`config.mk`:
```
export PLATFORM = sky130hd
export DESIGN_NAME = serial_rx_unit
export DESIGN_NICKNAME = d
export VERILOG_FILES = /design/src/rtl/uart_rx_pkg.sv /design/src/rtl/rx_input_sync.sv /design/src/rtl/rx_bit_engine.sv /design/src/rtl/rx_result.sv /design/src/rtl/serial_rx_unit.sv
export SDC_FILE = /design/constraint.sdc
export NUM_CORES = 1
export LEC_CHECK = 0
export BUFFER_PORTS_ARGS = -buffer_cell sky130_fd_sc_hd__buf_4
export CAP_MARGIN = 15
export CORE_MARGIN = 4
export CORE_UTILIZATION = 50
export DETAILED_ROUTE_END_ITERATION = 10
export PLACE_DENSITY = 0.68
export SYNTH_ARGS = -nofsm -noshare
export SYNTH_HDL_FRONTEND = slang
export SYNTH_SLANG_ARGS = --single-unit
```
`constraint.sdc`:
```
create_clock -name clk -period 2.2 [get_ports clk]
set_input_delay 0.11 -clock clk [delete_from_list [all_inputs] [get_ports clk]]
set_output_delay 0.11 -clock clk [all_outputs]
set_load 0.01 [all_outputs]
```
`src/rtl/uart_rx_pkg.sv`:
```
package uart_rx_pkg;

  typedef enum logic [1:0] {
    PAR_NONE = 2'b00,
    PAR_ZERO = 2'b01,
    PAR_ODD  = 2'b10,
    PAR_EVEN = 2'b11
  } par_mode_e;

  typedef enum logic [2:0] {
    ST_IDLE,
    ST_START,
    ST_DATA,
    ST_PARITY,
    ST_STOP,
    ST_WAIT_HI
  } rx_state_e;

endpackage

```
`src/rtl/rx_input_sync.sv`:
```
module rx_input_sync #(
  parameter int STAGES      = 2,
  parameter int REINIT_CLKS = 2
) (
  input  logic clk,
  input  logic rst_n,
  input  logic rxd,
  input  logic en_raw,
  output logic rxd_s,
  output logic en_s,
  output logic reinit
);

  localparam int CW = $clog2(REINIT_CLKS + 1);

  logic [STAGES-1:0] rxd_chain;
  logic [STAGES-1:0] en_chain;
  logic [CW-1:0]     low_q;
  logic [CW-1:0]     low_d;

  // synchronizer stages; the line resets to its idle level
  genvar g;
  generate
    for (g = 0; g < STAGES; g++) begin : g_stage
      if (g == 0) begin : g_first
        always_ff @(posedge clk or negedge rst_n) begin
          if (!rst_n) begin
            rxd_chain[0] <= 1'b1;
            en_chain[0]  <= 1'b0;
          end else begin
            rxd_chain[0] <= rxd;
            en_chain[0]  <= en_raw;
          end
        end
      end else begin : g_next
        always_ff @(posedge clk or negedge rst_n) begin
          if (!rst_n) begin
            rxd_chain[g] <= 1'b1;
            en_chain[g]  <= 1'b0;
          end else begin
            rxd_chain[g] <= rxd_chain[g-1];
            en_chain[g]  <= en_chain[g-1];
          end
        end
      end
    end
  endgenerate

  assign rxd_s = rxd_chain[STAGES-1];
  assign en_s  = en_chain[STAGES-1];

  // consecutive low cycles of the synchronized enable, saturating
  always_comb begin
    low_d = low_q;
    if (en_s) begin
      low_d = '0;
    end else if (low_q != CW'(REINIT_CLKS)) begin
      low_d = low_q + 1'b1;
    end
  end

  always_ff @(posedge clk or negedge rst_n) begin
    if (!rst_n) begin
      low_q <= CW'(REINIT_CLKS);
    end else begin
      low_q <= low_d;
    end
  end

  assign reinit = !en_s && (low_q >= CW'(REINIT_CLKS - 1));

  // a reinitialisation needs at least two low cycles in a row
  a_r12_reinit_needs_two_low: assert property (@(posedge clk) disable iff (!rst_n)
    reinit |-> (!en_s && $past(!en_s)));

endmodule

```
`src/rtl/rx_bit_engine.sv`:
```
module rx_bit_engine
  import uart_rx_pkg::*;
#(
  parameter int DATA_W        = 8,
  parameter int TICKS_PER_BIT = 16
) (
  input  logic              clk,
  input  logic              rst_n,
  input  logic              run,
  input  logic              reinit,
  input  logic              tick,
  input  logic              rxd_s,
  input  logic [1:0]        par_sel,
  input  logic              len8,
  output logic              strobe,
  output logic [DATA_W-1:0] data,
  output logic              par_bit,
  output logic              stop_bit
);

  localparam int TW   = $clog2(TICKS_PER_BIT);
  localparam int IW   = $clog2(DATA_W);
  localparam int HALF = TICKS_PER_BIT / 2;

  rx_state_e         state_q, state_d;
  logic [TW-1:0]     tick_q, tick_d;
  logic [IW-1:0]     idx_q, idx_d;
  logic [DATA_W-1:0] sh_q, sh_d;
  logic              par_q, par_d;
  logic              stop_q, stop_d;
  logic              strobe_q, strobe_d;
  logic              bit_end;
  logic              mid_start;
  logic [IW-1:0]     last_idx;

  assign bit_end   = tick && (tick_q == TW'(TICKS_PER_BIT - 1));
  assign mid_start = tick && (tick_q == TW'(HALF - 1));
  assign last_idx  = len8 ? IW'(DATA_W - 1) : IW'(DATA_W - 2);

  always_comb begin
    state_d  = state_q;
    tick_d   = tick_q;
    idx_d    = idx_q;
    sh_d     = sh_q;
    par_d    = par_q;
    stop_d   = stop_q;
    strobe_d = 1'b0;
    if (reinit) begin
      state_d = ST_IDLE;
      tick_d  = '0;
      idx_d   = '0;
    end else if (run) begin
      unique case (state_q)
        ST_IDLE: begin
          tick_d = '0;
          idx_d  = '0;
          if (!rxd_s) state_d = ST_START;
        end
        ST_START: begin
          if (mid_start) begin
            tick_d  = '0;
            state_d = rxd_s ? ST_IDLE : ST_DATA;
          end else if (tick) begin
            tick_d = tick_q + 1'b1;
          end
        end
        ST_DATA: begin
          if (bit_end) begin
            tick_d = '0;
            sh_d   = {rxd_s, sh_q[DATA_W-1:1]};
            if (idx_q == last_idx) begin
              idx_d   = '0;
              state_d = (par_mode_e'(par_sel) == PAR_NONE) ? ST_STOP : ST_PARITY;
            end else begin
              idx_d = idx_q + 1'b1;
            end
          end else if (tick) begin
            tick_d = tick_q + 1'b1;
          end
        end
        ST_PARITY: begin
          if (bit_end) begin
            tick_d  = '0;
            par_d   = rxd_s;
            state_d = ST_STOP;
          end else if (tick) begin
            tick_d = tick_q + 1'b1;
          end
        end
        ST_STOP: begin
          if (bit_end) begin
            tick_d   = '0;
            stop_d   = rxd_s;
            strobe_d = 1'b1;
            state_d  = rxd_s ? ST_IDLE : ST_WAIT_HI;
          end else if (tick) begin
            tick_d = tick_q + 1'b1;
          end
        end
        ST_WAIT_HI: begin
          if (rxd_s) state_d = ST_IDLE;
        end
        default: state_d = ST_IDLE;
      endcase
    end
  end

  always_ff @(posedge clk or negedge rst_n) begin
    if (!rst_n) begin
      state_q  <= ST_IDLE;
      tick_q   <= '0;
      idx_q    <= '0;
      sh_q     <= '0;
      par_q    <= 1'b0;
      stop_q   <= 1'b1;
      strobe_q <= 1'b0;
    end else begin
      state_q  <= state_d;
      tick_q   <= tick_d;
      idx_q    <= idx_d;
      sh_q     <= sh_d;
      par_q    <= par_d;
      stop_q   <= stop_d;
      strobe_q <= strobe_d;
    end
  end

  assign strobe   = strobe_q;
  assign data     = len8 ? sh_q : {1'b0, sh_q[DATA_W-1:1]};
  assign par_bit  = par_q;
  assign stop_bit = stop_q;

  // a long enable drop leaves the engine idle with no completion
  a_r12_reinit_idle: assert property (@(posedge clk) disable iff (!rst_n)
    reinit |=> (state_q == ST_IDLE && !strobe_q));

  // every completion comes out of the single stop-bit slot
  a_r6_single_stop: assert property (@(posedge clk) disable iff (!rst_n)
    strobe_q |-> ($past(state_q) == ST_STOP));

  // a start candidate only turns into data after the mid-bit sample
  a_r10_start_to_data: assert property (@(posedge clk) disable iff (!rst_n)
    (state_q == ST_DATA && $past(state_q) == ST_START) |-> $past(mid_start && !rxd_s));

endmodule

```
`src/rtl/rx_result.sv`:
```
module rx_result
  import uart_rx_pkg::*;
#(
  parameter int DATA_W = 8
) (
  input  logic              clk,
  input  logic              rst_n,
  input  logic              strobe,
  input  logic [DATA_W-1:0] data,
  input  logic              par_bit,
  input  logic              stop_bit,
  input  logic [1:0]        par_sel,
  input  logic              err_route,
  input  logic              rd_ack,
  output logic [DATA_W-1:0] rx_data,
  output logic              err_parity,
  output logic              err_frame,
  output logic              err_overrun,
  output logic              done_pulse,
  output logic              err_pulse
);

  logic [DATA_W-1:0] data_q, data_d;
  logic              pe_q, pe_d, fe_q, fe_d, ov_q, ov_d;
  logic              unread_q, unread_d;
  logic              done_q, done_d, errp_q, errp_d;
  logic              odd_ones;
  logic              pe_now;
  logic              any_err;

  assign odd_ones = ^{data, par_bit};

  always_comb begin
    unique case (par_mode_e'(par_sel))
      PAR_ODD:  pe_now = !odd_ones;
      PAR_EVEN: pe_now = odd_ones;
      default:  pe_now = 1'b0;
    endcase
  end

  assign any_err = pe_now || !stop_bit || unread_q;

  always_comb begin
    data_d   = data_q;
    pe_d     = pe_q;
    fe_d     = fe_q;
    ov_d     = ov_q;
    unread_d = unread_q;
    done_d   = 1'b0;
    errp_d   = 1'b0;
    if (strobe) begin
      data_d   = data;
      pe_d     = pe_now;
      fe_d     = !stop_bit;
      ov_d     = unread_q;
      unread_d = 1'b1;
      if (any_err && !err_route) begin
        errp_d = 1'b1;
      end else begin
        done_d = 1'b1;
      end
    end else if (rd_ack) begin
      unread_d = 1'b0;
    end
  end

  always_ff @(posedge clk or negedge rst_n) begin
    if (!rst_n) begin
      data_q   <= '0;
      pe_q     <= 1'b0;
      fe_q     <= 1'b0;
      ov_q     <= 1'b0;
      unread_q <= 1'b0;
      done_q   <= 1'b0;
      errp_q   <= 1'b0;
    end else begin
      data_q   <= data_d;
      pe_q     <= pe_d;
      fe_q     <= fe_d;
      ov_q     <= ov_d;
      unread_q <= unread_d;
      done_q   <= done_d;
      errp_q   <= errp_d;
    end
  end

  assign rx_data     = data_q;
  assign err_parity  = pe_q;
  assign err_frame   = fe_q;
  assign err_overrun = ov_q;
  assign done_pulse  = done_q;
  assign err_pulse   = errp_q;

  // the two completion events never coincide
  a_r9_events_exclusive: assert property (@(posedge clk) disable iff (!rst_n)
    !(done_pulse && err_pulse));

  // an error event only appears when routing selected it
  a_r9_route_err: assert property (@(posedge clk) disable iff (!rst_n)
    err_pulse |-> $past(!err_route));

  // every event follows a completion strobe from the engine
  a_r9_event_follows_strobe: assert property (@(posedge clk) disable iff (!rst_n)
    (done_pulse || err_pulse) |-> $past(strobe));

  // the unchecked parity mode never flags parity
  a_r5_zero_par_clean: assert property (@(posedge clk) disable iff (!rst_n)
    (strobe && par_mode_e'(par_sel) == PAR_ZERO) |=> !err_parity);

endmodule

```
`src/rtl/serial_rx_unit.sv`:
```
module serial_rx_unit #(
  parameter int DATA_W        = 8,
  parameter int TICKS_PER_BIT = 16,
  parameter int SYNC_STAGES   = 2,
  parameter int REINIT_CLKS   = 2
) (
  input  logic              clk,
  input  logic              rst_n,
  input  logic              baud_tick,
  input  logic              pwr_en,
  input  logic              rx_en,
  input  logic              rxd,
  input  logic [1:0]        par_sel,
  input  logic              len8,
  input  logic              err_route,
  input  logic              rd_ack,
  output logic [DATA_W-1:0] rx_data,
  output logic              err_parity,
  output logic              err_frame,
  output logic              err_overrun,
  output logic              rx_done,
  output logic              rx_err
);

  logic              rxd_s;
  logic              en_s;
  logic              reinit;
  logic              strobe;
  logic [DATA_W-1:0] eng_data;
  logic              par_bit;
  logic              stop_bit;

  rx_input_sync #(
    .STAGES     (SYNC_STAGES),
    .REINIT_CLKS(REINIT_CLKS)
  ) u_sync (
    .clk   (clk),
    .rst_n (rst_n),
    .rxd   (rxd),
    .en_raw(pwr_en && rx_en),
    .rxd_s (rxd_s),
    .en_s  (en_s),
    .reinit(reinit)
  );

  rx_bit_engine #(
    .DATA_W       (DATA_W),
    .TICKS_PER_BIT(TICKS_PER_BIT)
  ) u_engine (
    .clk     (clk),
    .rst_n   (rst_n),
    .run     (en_s),
    .reinit  (reinit),
    .tick    (baud_tick),
    .rxd_s   (rxd_s),
    .par_sel (par_sel),
    .len8    (len8),
    .strobe  (strobe),
    .data    (eng_data),
    .par_bit (par_bit),
    .stop_bit(stop_bit)
  );

  rx_result #(
    .DATA_W(DATA_W)
  ) u_result (
    .clk        (clk),
    .rst_n      (rst_n),
    .strobe     (strobe),
    .data       (eng_data),
    .par_bit    (par_bit),
    .stop_bit   (stop_bit),
    .par_sel    (par_sel),
    .err_route  (err_route),
    .rd_ack     (rd_ack),
    .rx_data    (rx_data),
    .err_parity (err_parity),
    .err_frame  (err_frame),
    .err_overrun(err_overrun),
    .done_pulse (rx_done),
    .err_pulse  (rx_err)
  );

  // no completion can come out while the receiver is held off
  a_r12_quiet_when_off: assert property (@(posedge clk) disable iff (!rst_n)
    $past(reinit) |-> !strobe);

endmodule

```
==> results.json <==
{
  "core_um2": 4000,
  "max_freq_mhz": 545.5,
  "netlist.area_leader.share": 0.4447,
  "post_cts_buffers": 0,
  "synth_seq_cells": 41,
  "cts_tree": "done",
  "grt_pass1_wl_um": 6630,
  "post-route-period-util": 0.8332,
  "die_y_um": 72.53,
  "hp-class": "primary input to flip-flop",
  "maxCapViolations": 0,
  "maxSlewHeadroom": 0.6023,
  "min_from": "rd_ack",
  "yosys-top-cells-count": "41 x nand2_1, 37 x dfrtp_1, 18 x nor2_1",
  "antenna_found_initial": 0,
  "path_clk_slew_ns": 0.07,
  "vdd_ir_drop_max_mv": 0.4478,
  "synth_warnings": 0,
  "utilization": 0.6040,
  "portBuffers": 23,
  "drv_slew": 0,
  "seq_area_um2": 1031,
  "yosysTopAreaCell": "dfrtp_1",
  "synth_area_um2": 2082,
  "areaGrowthSynthToFinish_pct": 16.05,
  "skew_ns": 0.006937,
  "synthDistinctLibCells": 46,
  "htree_num_levels": 2,
  "start_kind": "flip-flop",
  "rsz0062_at_grt": "false",
  "wl_um": 3824,
  "critPathKind": "flip-flop to flip-flop",
  "place_congestion": 0.8999,
  "pin_count": 24,
  "die_w_um": 72.53,
  "wire_per_inst_um": 13.23,
  "post_cts_resized": 0,
  "start_util": 0.5205,
  "clk_latency_ns": 0.29,
  "syn_inst": 213,
  "hpwl_um": 2658,
  "cts_buffers": 5,
  "num_antenna_cells": 0,
  "fin_area_um2": 2416,
  "hold_viol": 0,
  "dpl.cell_count": 278,
  "rows": 23,
  "dieArea_um2": 5261,
  "crit_fanout": 13,
  "yosysSeqAreaShare": 0.4952,
  "fin_cells": 289,
  "powerDensity_nw_per_um2": 724.0,
  "grt_max_degree": 42,
  "async_flop_share": 1.000,
  "fin_nets": 253,
  "worstPathArrival_ns": 2.04,
  "p_leak_uw": 0.001131,
  "synth_edf_count": 0,
  "synth.area.top_cells": "dfrtp_1 44%, nand2_1 7.4%, dfstp_2 5.0%",
  "end_kind": "flip-flop",
  "grt_use_total": 0.1596,
  "cts.sinks": 41,
  "globalRouteOverflowTotal": 0,
  "first_pass_iters": 4,
  "cts_hold_buf": 3,
  "setup_viol": 0,
  "status": "complete, no violations",
  "drc": 0,
  "drive_gt1_frac": 0.1925,
  "worst_pin_slew_ns": 0.5965,
  "drt-vias-per-instance": 5.446,
  "final_antenna_net_count": 0,
  "syn-num-nets": 228,
  "postPlaceCellArea_um2": 2278,
  "finalSetupTns_ns": 0,
  "worst-endpoint-required_ns": 2.41,
  "grt_pass1_vias": 1498,
  "cts_buffer_depth": 2,
  "vias": 1574,
  "cp-startpoint": "u_sync.en_s$_DFF_PN0_",
  "dr.first_iter.drc_count": 85,
  "synth.avg_cell_area_um2": 9.775,
  "post-synth-top-count-cell": "nand2_1",
  "synthFlopType": "dfrtp_1",
  "rr_startpoint": "u_sync.en_s$_DFF_PN0_",
  "fill_cells": 359,
  "cts_root_buffer": "clkbuf_8",
  "period_needed_ns": 1.833,
  "power_uw": 1749,
  "multi_input_area_um2": 979.7
}
-- critical path, cell delays in order (launching register included) --
cell and delay [ns]:
dfrtp_1 0.59, nor2b_1 0.39, nand3_1 0.38, nor3_1 0.22, o21ai_0 0.10, o21ai_0 0.08
-- path summary, 6_finish.rpt --
path / slack (ns) / depth (start not counted) / to
max in group asynchronous: 1.50 / 2 / u_sync.rxd_chain[0]$_DFF_PN1_
hold / removal: 0.009 / 2 / u_result.unread_q$_DFFE_PN0P_
setup / recovery: 0.37 / 5 / u_engine.idx_q[2]$_DFFE_PN0P_
hold reg to reg: 0.35 / 0 / u_sync.en_s$_DFF_PN0_
min in group asynchronous: 0.33 / 2 / u_result.unread_q$_DFFE_PN0P_
setup reg to reg: 0.37 / 5 / u_engine.idx_q[2]$_DFFE_PN0P_
-- cell families after synthesis --
kind of cell,after synthesis,share of synthesized area
multiplexers,12,0.05950
AO/OA/AOI/OAI,37,0.1208
XOR/XNOR,14,0.06550
buffers and inverters,15,0.03426
adder cells (fa/ha/maj),5,0.02885
flip-flops,41,0.4952
AND/OR/NAND/NOR,89,0.1959
-- layout by cell type (no fill, tap or decap), drive strengths merged, types with 2 or more instances in the layout --
cell type    netlist  layout
buf                3      24
o31ai              2       2
xor2               2       2
a31oi              4       4
xnor2             11      11
mux2               3       3
o21ai              9       9
mux2i              9       9
dfrtp             37      37
dfstp              4       4
dlygate4sd3        0       3
nor2              19      19
nor3               5       5
a22o               2       2
nand2             42      42
clkbuf             6       6
nand3              6       6
nand4              3       3
nand2b             2       2
a21o               2       2
nor2b              4       4
ha                 4       4
a21oi             10      10
and4               2       2
inv                6       6
-- registers in the layout (all words and copies together), names as in the netlist --
name / flops
u_result.err_pulse: 1
u_engine.strobe: 1
u_engine.sh_q: 8
u_engine.par_bit: 1
u_engine.tick_q: 4
u_sync.rxd_chain: 1
u_result.err_frame: 1
u_result.err_parity: 1
u_engine.state_q: 3
u_sync.low_q: 2
u_engine.idx_q: 3
u_engine.stop_bit: 1
u_result.unread_q: 1
u_sync.en_chain: 1
u_sync.en_s: 1
u_result.err_overrun: 1
u_sync.rxd_s: 1
u_result.rx_data: 8
u_result.done_pulse: 1
-- report_power, final --
part           leakage [uW]  internal [uW]  switching (uW)
sequential         0.000507            800            42.0
clock             0.0000552            337             250
combinational      0.000569            139             181
-- layout make-up --
class,count,area share
tap,50,0.02589
multi-input combinational,157,0.4055
clock inverter,2,0.01450
clock buffer,6,0.03004
sequential,41,0.4267
timing repair buffer,27,0.08700
inverter,6,0.01036
-- through the flow --
stage	hold WS, ns	worst slack [ns]
6_report	0.008917	0.3669
3_3_place_gp	0.1145	0.4360
2_1_floorplan	-0.1856	0.5976
4_1_cts	0.005631	0.3952
3_5_place_dp	0.1176	0.4062
5_1_grt	0.006926	0.1456
-- layer usage --
metal / vias up / GRT usage / wire length [um] / part of all wire
met5: - / 0 / 0 / 0
met4: 0 / 0.06762 / 78 / 0.020
met3: 8 / 0.04571 / 270 / 0.071
met2: 51 / 0.2605 / 1735 / 0.45
met1: 736 / 0.1973 / 1740 / 0.46
li1: 779 / - / - / -
Note: power is estimated with default switching activity, not from simulation.
